### src/rtl/brg_pkg.sv
package brg_pkg;
  // Base ticks per oversample tick, and oversample ticks per bit per mode.
  localparam int SUB_PER_OS = 4;
  localparam int OS_PER_BIT_LO = 16;
  localparam int OS_PER_BIT_HI = 4;
  localparam int OS_PER_BIT_SY = 1;

  typedef enum logic [1:0] {
    MODE_ASYNC_LO = 2'd0,
    MODE_ASYNC_HI = 2'd1,
    MODE_SYNC     = 2'd2
  } brg_mode_e;

  function automatic brg_mode_e decode_mode(input logic sync_sel, input logic hs_sel);
    if (sync_sel) return MODE_SYNC;
    else if (hs_sel) return MODE_ASYNC_HI;
    else return MODE_ASYNC_LO;
  endfunction
endpackage

### src/rtl/brg_divider.sv
module brg_divider #(
  parameter int DIV_W = 8
) (
  input  logic             clk,
  input  logic             rst_n,
  input  logic             enable,
  input  logic             div_write,
  input  logic [DIV_W-1:0] div_value,
  output logic             base_tick,
  output logic             restart
);
  logic [DIV_W-1:0] div_q;
  logic [DIV_W-1:0] cnt_q;

  assign restart   = div_write | ~enable;
  assign base_tick = enable & ~div_write & (cnt_q == '0);

  always_ff @(posedge clk) begin
    if (!rst_n) begin
      div_q <= '0;
      cnt_q <= '0;
    end else begin
      if (div_write) div_q <= div_value;
      if (div_write)        cnt_q <= div_value;
      else if (!enable)     cnt_q <= div_q;
      else if (cnt_q == '0) cnt_q <= div_q;
      else                  cnt_q <= cnt_q - 1'b1;
    end
  end

  // two base ticks in a row only when the divisor is zero
  p_tick_gap_r1: assert property (@(posedge clk) disable iff (!rst_n)
    base_tick |=> (!base_tick || div_q == '0));

  // after a write the counter starts a full period
  p_restart_r5: assert property (@(posedge clk) disable iff (!rst_n)
    div_write |=> (!base_tick || div_q == '0));
endmodule

### src/rtl/brg_prescaler.sv
module brg_prescaler
  import brg_pkg::*;
#(
  parameter int SUB_N = SUB_PER_OS,
  parameter int OS_LO = OS_PER_BIT_LO,
  parameter int OS_HI = OS_PER_BIT_HI,
  parameter int OS_SY = OS_PER_BIT_SY,
  localparam int SUB_W = $clog2(SUB_N),
  localparam int OS_W  = $clog2(OS_LO),
  localparam int LIM_W = OS_W + 1
) (
  input  logic             clk,
  input  logic             rst_n,
  input  logic             restart,
  input  logic             base_tick,
  input  logic             sync_mode,
  input  logic             high_speed,
  output logic             os_tick,
  output logic             bit_strobe,
  output logic             sync_clk,
  output logic [SUB_W-1:0] sub_idx,
  output logic [OS_W-1:0]  os_idx,
  output logic [LIM_W-1:0] os_limit
);
  localparam logic [SUB_W-1:0] SUB_LAST = SUB_W'(SUB_N - 1);
  localparam logic [SUB_W-1:0] SUB_HALF = SUB_W'(SUB_N / 2 - 1);

  brg_mode_e mode;
  logic [SUB_W-1:0] sub_q;
  logic [OS_W-1:0]  os_q;
  logic             sclk_q;
  logic             os_wrap;

  assign mode = decode_mode(sync_mode, high_speed);

  always_comb begin
    unique case (mode)
      MODE_SYNC:     os_limit = LIM_W'(OS_SY);
      MODE_ASYNC_HI: os_limit = LIM_W'(OS_HI);
      default:       os_limit = LIM_W'(OS_LO);
    endcase
  end

  assign os_tick    = base_tick & (sub_q == SUB_LAST);
  assign os_wrap    = ({1'b0, os_q} >= (os_limit - 1'b1));
  assign bit_strobe = os_tick & os_wrap;
  assign sync_clk   = sclk_q;
  assign sub_idx    = sub_q;
  assign os_idx     = os_q;

  always_ff @(posedge clk) begin
    if (!rst_n || restart) begin
      sub_q  <= '0;
      os_q   <= '0;
      sclk_q <= 1'b0;
    end else begin
      if (base_tick) sub_q <= sub_q + 1'b1;
      if (os_tick) os_q <= os_wrap ? '0 : os_q + 1'b1;
      if (!sync_mode) sclk_q <= 1'b0;
      else if (base_tick && (sub_q == SUB_HALF || sub_q == SUB_LAST)) sclk_q <= ~sclk_q;
    end
  end

  // the synchronous clock is idle low outside synchronous mode
  p_sync_idle_r4: assert property (@(posedge clk) disable iff (!rst_n)
    !sync_mode |=> !sync_clk);
endmodule

### src/rtl/brg_rx_vote.sv
module brg_rx_vote #(
  parameter int SUB_W = 2,
  parameter int OS_W  = 4,
  localparam int LIM_W = OS_W + 1
) (
  input  logic             clk,
  input  logic             rst_n,
  input  logic             base_tick,
  input  logic             os_tick,
  input  logic             bit_strobe,
  input  logic             sync_mode,
  input  logic [SUB_W-1:0] sub_idx,
  input  logic [OS_W-1:0]  os_idx,
  input  logic [LIM_W-1:0] os_limit,
  input  logic             rx_raw,
  output logic             rx_level
);
  logic [2:0]       samp_q;
  logic [2:0]       samp_next;
  logic             samp_en;
  logic [LIM_W-1:0] centre;
  logic [LIM_W-1:0] os_ext;
  logic             level_q;

  assign centre = os_limit >> 1;
  assign os_ext = {1'b0, os_idx};

  always_comb begin
    if (sync_mode)
      samp_en = base_tick && (sub_idx != '0);
    else
      samp_en = os_tick && ((os_ext + 1'b1) >= centre) && (os_ext <= (centre + 1'b1));
  end

  assign samp_next = samp_en ? {samp_q[1:0], rx_raw} : samp_q;

  always_ff @(posedge clk) begin
    if (!rst_n) begin
      samp_q  <= '0;
      level_q <= 1'b1;
    end else begin
      samp_q <= samp_next;
      if (bit_strobe)
        level_q <= (samp_next[0] & samp_next[1]) | (samp_next[0] & samp_next[2]) |
                   (samp_next[1] & samp_next[2]);
    end
  end

  assign rx_level = level_q;

  // the voted level moves only after a bit strobe
  p_level_stable_r7: assert property (@(posedge clk) disable iff (!rst_n)
    !bit_strobe |=> $stable(rx_level));
endmodule

### src/rtl/brg_bitrate_gen.sv
module brg_bitrate_gen
  import brg_pkg::*;
#(
  parameter int DIV_W = 8
) (
  input  logic             clk,
  input  logic             rst_n,
  input  logic             enable,
  input  logic             sync_mode,
  input  logic             high_speed,
  input  logic [DIV_W-1:0] div_value,
  input  logic             div_write,
  input  logic             rx_raw,
  output logic             bit_strobe,
  output logic             os_tick,
  output logic             sync_clk,
  output logic             rx_level
);
  localparam int SUB_W = $clog2(SUB_PER_OS);
  localparam int OS_W  = $clog2(OS_PER_BIT_LO);

  logic             base_tick;
  logic             restart;
  logic [SUB_W-1:0] sub_idx;
  logic [OS_W-1:0]  os_idx;
  logic [OS_W:0]    os_limit;

  brg_divider #(.DIV_W(DIV_W)) i_div (
    .clk(clk), .rst_n(rst_n), .enable(enable), .div_write(div_write),
    .div_value(div_value), .base_tick(base_tick), .restart(restart)
  );

  brg_prescaler i_pre (
    .clk(clk), .rst_n(rst_n), .restart(restart), .base_tick(base_tick),
    .sync_mode(sync_mode), .high_speed(high_speed), .os_tick(os_tick),
    .bit_strobe(bit_strobe), .sync_clk(sync_clk), .sub_idx(sub_idx),
    .os_idx(os_idx), .os_limit(os_limit)
  );

  brg_rx_vote #(.SUB_W(SUB_W), .OS_W(OS_W)) i_vote (
    .clk(clk), .rst_n(rst_n), .base_tick(base_tick), .os_tick(os_tick),
    .bit_strobe(bit_strobe), .sync_mode(sync_mode), .sub_idx(sub_idx),
    .os_idx(os_idx), .os_limit(os_limit), .rx_raw(rx_raw), .rx_level(rx_level)
  );

  // no pulses while disabled
  p_hold_r8: assert property (@(posedge clk) disable iff (!rst_n)
    !enable |-> (!bit_strobe && !os_tick));

  // the synchronous clock is parked low one cycle after disable
  p_hold_clk_r8: assert property (@(posedge clk) disable iff (!rst_n)
    !enable |=> !sync_clk);
endmodule

### config.mk
export PLATFORM = sky130hd
export DESIGN_NAME = brg_bitrate_gen
export DESIGN_NICKNAME = d
export VERILOG_FILES = /design/src/rtl/brg_pkg.sv /design/src/rtl/brg_divider.sv /design/src/rtl/brg_prescaler.sv /design/src/rtl/brg_rx_vote.sv /design/src/rtl/brg_bitrate_gen.sv
export SDC_FILE = /design/constraint.sdc
export NUM_CORES = 1
export LEC_CHECK = 0
export ABC_AREA = 1
export BUFFER_PORTS_ARGS = -buffer_cell sky130_fd_sc_hd__buf_2
export CAP_MARGIN = 0
export CELL_PAD_IN_SITES_DETAIL_PLACEMENT = 1
export CELL_PAD_IN_SITES_GLOBAL_PLACEMENT = 2
export CORE_MARGIN = 10
export CORE_UTILIZATION = 33
export DETAILED_ROUTE_END_ITERATION = 6
export MAX_ROUTING_LAYER = met4
export PLACE_DENSITY = 0.86
export SETUP_SLACK_MARGIN = 0.15
export SLEW_MARGIN = 20
export SYNTH_ARGS = -nofsm -noshare
export SYNTH_HDL_FRONTEND = slang
export SYNTH_SLANG_ARGS = --single-unit
### constraint.sdc
create_clock -name clk -period 2.2 [get_ports clk]
set_input_delay 0.44 -clock clk [delete_from_list [all_inputs] [get_ports clk]]
set_output_delay 0.44 -clock clk [all_outputs]
set_load 0.01 [all_outputs]
==> results.ini, run 1 <==
[outcome]
status = completed

[layout]
layout-drive-gt1-share_pct = 33.7
area_growth_pct = 34.0
regArea_sq_um = 547
design_area_sq_mm = 0.00215
multi_input_area_sq_mm = 0.00107
diodes = 0
final_cell_mix = nand2_1, inv_1, dfxtp_1
final_common_cell = nand2_1
fillCellCount = 610
fin_nets = 285
stdcell_count = 322

[global_routing]
grt_pass1_vias = 1518
grt_use_total_pct = 10.7
grt_pass1_wl_mm = 7.07
grt_max_degree = 16
grt_overflow = 0
antenna_found_initial = 0

[floorplanning]
die_area_sq_mm = 0.00806
fp.dieW_um = 89.8
row_count = 25
fp.dieH_um = 89.8
ios = 19
fp.coreArea_sq_mm = 0.00472
start_util_pct = 34.0

[setup_path]
r2r_cells = 14
cpMaxStageDelayCell = dfxtp_2
cp_data_arrival_time_ns = 2.24
startpoint = i_pre.os_idx[1]$_SDFFE_PP0P_
reg2reg_slack_ns = 0.12
cp.required_ns = 2.37
cp-end-kind = flop
critPathKind = flop to flop
crit_path_cell_trace = buf_6, ha_4, o21ai_2, nand2_1, a21oi_2, o21ai_2, nand2_4, buf_6, buf_4, buf_4, buf_4, buf_6, a21oi_2, nand2_1
crit_fanout = 4
timing.rr.start = i_pre.os_idx[1]$_SDFFE_PP0P_
startpoint_type = flop
max_stage_delay_ns = 0.34

[sta]
fin_crit_ns = 2.08
rsz0062_at_grt = true
setup_violations = 0
finalClockSkew_ns = 0.00563
timing.final.crit_share_pct = 94.4
hold_viol_final = 0
max_freq_mhz = 482
tightestPinTransition_ns = 0.544
slew_headroom_pct = 63.7
hold_slack_ns = 0.436
worst_slack_ns = 0.124
finalMaxSlewViolations = 0

[routing]
finalWirelength_mm = 4.45
wl_per_cell_um = 13.8
dr.pass1.iters = 4
route.vias.total = 1504
ant_nets = 0
drc = 0
drtIter0Drc = 43
avgViaCountPerCell = 4.67

[synth]
synth.distinct_cells = 33
synth-seq-area-share_pct = 33.6
synth_area_sq_mm = 0.00161
avgSynthCellArea_sq_um = 7.37
ys_seq_elements = 27
syn_nets = 247
yosys_warnings = 0
synthCells = 218

[clock_tree]
htree_levels = 1
clkTransAtPathRegs_ns = 0.09
clockBufferDepth = 2
root_buffer = clkbuf_8
cts_made_buffers = 3
cts_tree = yes
clkLatencyLatePin_ns = 0.27
clkSinkCount = 27

[power]
p_leak_nw = 0.971
power_density_mw_per_mm2 = 477
p_total_mw = 1.03
irDropWorstVdd_v = 0.000245

[job]
max_cap_violations = 0

[placed_design]
dp_hpwl_mm = 3.10
place_inst = 303
gp_congestion = 0.783
placed_area_sq_mm = 0.00179
pre_cts_ws_ns = -0.0324
port_buffers = 18

[worst_hold_path]
hp-class = input pin to flop
min_path_cells = 3
hold_path.startpoint = div_value[2]

flip-flops by register name (all words and copies together), names as in the netlist:
register         flops
i_div.cnt_q          8
i_div.div_q          8
i_pre.os_idx         4
i_pre.sub_idx        2
i_pre.sync_clk       1
i_vote.rx_level      1
i_vote.samp_q        3
power breakdown:
part           internal [mW]  total (mW)  switching (mW)
logic                 0.0881       0.215           0.126
registers              0.512       0.530          0.0179
clock network          0.130       0.282           0.153
worst max-delay path: cells and delay by family, from the launching register on:
family	cells	cell delay [ns]
buf+inv	6	0.72
compound gates	4	0.43
flops	1	0.34
fa+ha+maj	1	0.27
simple gates	3	0.22
cell type report:
class | count | area share, %
Multi-Input combinational cell | 150 | 49.8
Sequential cell | 27 | 25.4
Timing Repair Buffer | 36 | 12.0
Inverter | 38 | 6.74
Tap cell | 67 | 3.90
Clock buffer | 4 | 2.09
timing repair:
action / in CTS / in global routing
pin swaps: 11 / 12
hold buffers: 0 / 0
gates resized for setup: 20 / 31
endpoints found under the setup margin: 3 / 9
setup buffers: 10 / 5
routing by layer:
metal	share of wire [%]	global-route usage, %	wire length, um
met1	47	13.3	2090
met2	50	17.1	2210
met3	2.6	2.33	115
met4	0.61	2.43	27
met5	0	-	0
synth_stat cells, drive strengths merged:
cell | count | share of area, %
nand2 | 57 | 15
clkbuf | 2 | 0.47
xnor2 | 1 | 0.55
dfxtp | 27 | 34
a211oi | 4 | 1.9
inv | 38 | 8.9
mux2i | 1 | 0.62
a31oi | 2 | 0.78
xor2 | 4 | 2.2
nor2 | 19 | 6.2
or3 | 1 | 0.39
or2 | 1 | 0.39
nand3 | 7 | 3.7
nor3 | 1 | 1.0
a221oi | 1 | 0.55
a21oi | 17 | 5.5
a22o | 1 | 0.55
buf | 1 | 0.23
nand4 | 1 | 0.39
o21ai | 13 | 4.0
o21bai | 1 | 0.47
a21boi | 2 | 0.93
ha | 14 | 11
a41oi | 2 | 1.1
path summary, 6_finish.rpt:
kind | end
worst max-delay path | i_vote.rx_level$_SDFFE_PN1P_
worst min-delay path | i_div.div_q[2]$_SDFFE_PN0P_
worst max register to register | i_vote.rx_level$_SDFFE_PN1P_
worst min register to register | i_div.div_q[6]$_SDFFE_PN0P_
logic make-up after synthesis:
logic type / Yosys count / share of synthesized area [%]
simple gates: 87 / 26.7
compound gates: 43 / 15.8
buf+inv: 41 / 9.58
flops: 27 / 33.6
fa+ha+maj: 14 / 10.9
xor+xnor: 5 / 2.73
mux: 1 / 0.623
stage by stage:
step                      utilization (%)  setup TNS (ns)
after floorplan                         -               0
after global routing                 45.6               0
after global placement               37.9               0
after detailed placement             37.9         -0.0324
after CTS                            41.7               0
final                                45.6               0
Power figures use the tool's default switching activity.
==> run 2: changes to the inputs <==
CORE_UTILIZATION = 35   (was 33)
PLACE_DENSITY = 0.9   (was 0.86)
clock period = 2.7 ns   (was 2.2 ns; I/O delays follow)
==> results.ini, run 2 (synthesis results as in run 1) <==
[placed_design]
dp_hpwl_mm = 3.00  ; -3.3%
gp_congestion = 0.792  ; +1.2%
port_buffers = 18  ; unchanged
pre_cts_ws_ns = 0.345  ; +0.377 ns
placed_area_sq_mm = 0.00175  ; -2.3%

[floorplanning]
fp.dieW_um = 87.8  ; -2.3%
fp.dieH_um = 87.8  ; -2.3%
row_count = 24  ; -4.0%
start_util_pct = 36.4  ; +2.4 points
ios = 19  ; unchanged
die_area_sq_mm = 0.00770  ; -4.5%
fp.coreArea_sq_mm = 0.00441  ; -6.5%

[routing]
drtIter0Drc = 49  ; +14%
route.vias.total = 1377  ; -8.4%
dr.pass1.iters = 4  ; unchanged
finalWirelength_mm = 3.69  ; -17%
met2_wirelength_mm = 1.79  ; -19%
wl_met3_um = 136  ; +18%
routed.top_layer = met4
drc = 0  ; unchanged
wl_per_cell_um = 12.8  ; -7.6%
met1_length_mm = 1.74  ; -17%
avgViaCountPerCell = 4.76  ; +2.0%
ant_nets = 0  ; unchanged

[outcome]
status = completed

[global_routing]
antenna_found_initial = 0  ; unchanged
grt_pass1_vias = 1423  ; -6.3%
grt_use_total_pct = 10.6  ; -0.090 points
grt_overflow = 0  ; unchanged
grt_pass1_wl_mm = 6.47  ; -8.5%
grt_max_degree = 16  ; unchanged

[sta]
setup_violations = 0  ; unchanged
finalSetupTns_ns = 0  ; unchanged
finalClockSkew_ns = 0.00149  ; -0.00415 ns
fin_crit_ns = 2.36
slew_headroom_pct = 66.8  ; +3.1 points
max_freq_mhz = 425
tightestPinTransition_ns = 0.497  ; -0.0464 ns
worst_slack_ns = 0.345  ; +0.221 ns
rsz0062_at_grt = false
finalMaxSlewViolations = 0  ; unchanged
hold_slack_ns = 0.477  ; +0.0405 ns
hold_viol_final = 0  ; unchanged
timing.final.crit_share_pct = 87.2

[layout]
layout-drive-gt1-share_pct = 15.2  ; -19 points
design_area_sq_mm = 0.00180  ; -17%
multi_input_area_sq_um = 912  ; -15%
fillCellCount = 587  ; -3.8%
diodes = 0  ; unchanged
fin_nets = 267  ; -6.3%
final_cell_mix = nand2_1, inv_1, dfxtp_1
area_growth_pct = 11.8
regArea_sq_um = 542  ; -0.92%
final_common_cell = nand2_1

[setup_path]
startpoint_type = input pin
reg2reg_slack_ns = 0.64  ; +0.52 ns
cp_data_arrival_time_ns = 1.82  ; -0.42 ns
critPathKind = input pin to output pin
r2r-end = i_vote.rx_level$_SDFFE_PN1P_
cp.required_ns = 2.16  ; -0.21 ns
r2r_cells = 13  ; -1
timing.rr.start = i_pre.os_idx[1]$_SDFFE_PP0P_
startpoint = sync_mode
cp-endpoint = bit_strobe
crit_fanout = 5  ; +1
cp-end-kind = output pin

[clock_tree]
root_buffer = clkbuf_8
clockBufferDepth = 2  ; unchanged
cts_tree = yes
clkSinkCount = 27  ; unchanged
clkTransAtPathRegs_ns = 0.09  ; about the same
clkLatencyLatePin_ns = 0.27  ; about the same
cts_made_buffers = 3  ; unchanged
post_cts_buffers = 0  ; -10
htree_levels = 1  ; unchanged

[power]
irDropWorstVdd_v = 0.000348  ; +42%
p_leak_nw = 0.855  ; -12%
power_density_mw_per_mm2 = 453  ; -5.1%
p_total_mw = 0.813  ; -21%

[job]
max_cap_violations = 0  ; unchanged

[worst_hold_path]
hp-class = flop to flop
hold_path.startpoint = i_div.div_q[3]$_SDFFE_PN0P_

[run 2: cell count changes in the layout (fill, tap and decap cells not counted), moves of 3 or more]
cell,previous run,this run
inv_2,8,2
ha_1,7,14
inv_1,29,36
nand2_2,7,2
buf_6,7,0
buf_2,15,18
o21ai_2,4,0
buf_4,14,0
ha_4,6,0
nand2_1,46,53
[run 2: what timing repair did]
| item | 4_1_cts | 5_1_grt |
|---|---|---|
| resized for setup | 0 | 1 |
| hold buffers | 0 | 0 |
| endpoints found under the setup margin | 0 | 1 |
[run 2: final cells by class]
cell class / count / area share (%)
multi-input cells: 150 / 50.8
flip-flops and latches: 27 / 30.2
inverters: 38 / 7.94
repair buffers: 18 / 5.01
well taps: 52 / 3.62
clock buffers: 4 / 2.51
[run 2: stage by stage]
stage               cells  utilization, %
floorplan             218               -
global placement      285            39.7
detailed placement    285            39.7
CTS                   289            40.7
global route          289            40.7
finish                289            40.7
[run 2: where the power goes]
group | internal [mW] | switching (mW) | total (mW)
clock network | 0.106 | 0.125 | 0.231
logic | 0.0578 | 0.0945 | 0.152
registers | 0.418 | 0.0125 | 0.430
[run 2: routing by layer]
layer	track usage [%]	vias to the layer above
met2	18.1	11
met1	12.2	634
met3	2.97	2
li1	-	730
met4	1.74	0
met5	-	-
[run 2: worst min path at each step]
| stage | to | slack [ns] | cells past startpoint |
|---|---|---|---|
| final | i_div.div_q[3]$_SDFFE_PN0P_ | 0.48 | 2 |
| after global routing | i_div.div_q[5]$_SDFFE_PN0P_ | 0.52 | 2 |
| after CTS | i_div.div_q[5]$_SDFFE_PN0P_ | 0.48 | 2 |
| after detailed placement | i_vote.rx_level$_SDFFE_PN1P_ | 0.46 | 2 |
| after floorplan | i_div.div_q[4]$_SDFFE_PN0P_ | 0.44 | 2 |
| after global placement | i_div.div_q[5]$_SDFFE_PN0P_ | 0.46 | 2 |
[run 2: worst max-delay path, stage by stage]
cell and delay (ns):
buf_2 0.13, inv_1 0.09, ha_1 0.27, o21ai_0 0.16, nand2_1 0.07, a21oi_1 0.12
o21ai_0 0.09, nand2_1 0.14, inv_1 0.07, buf_2 0.14
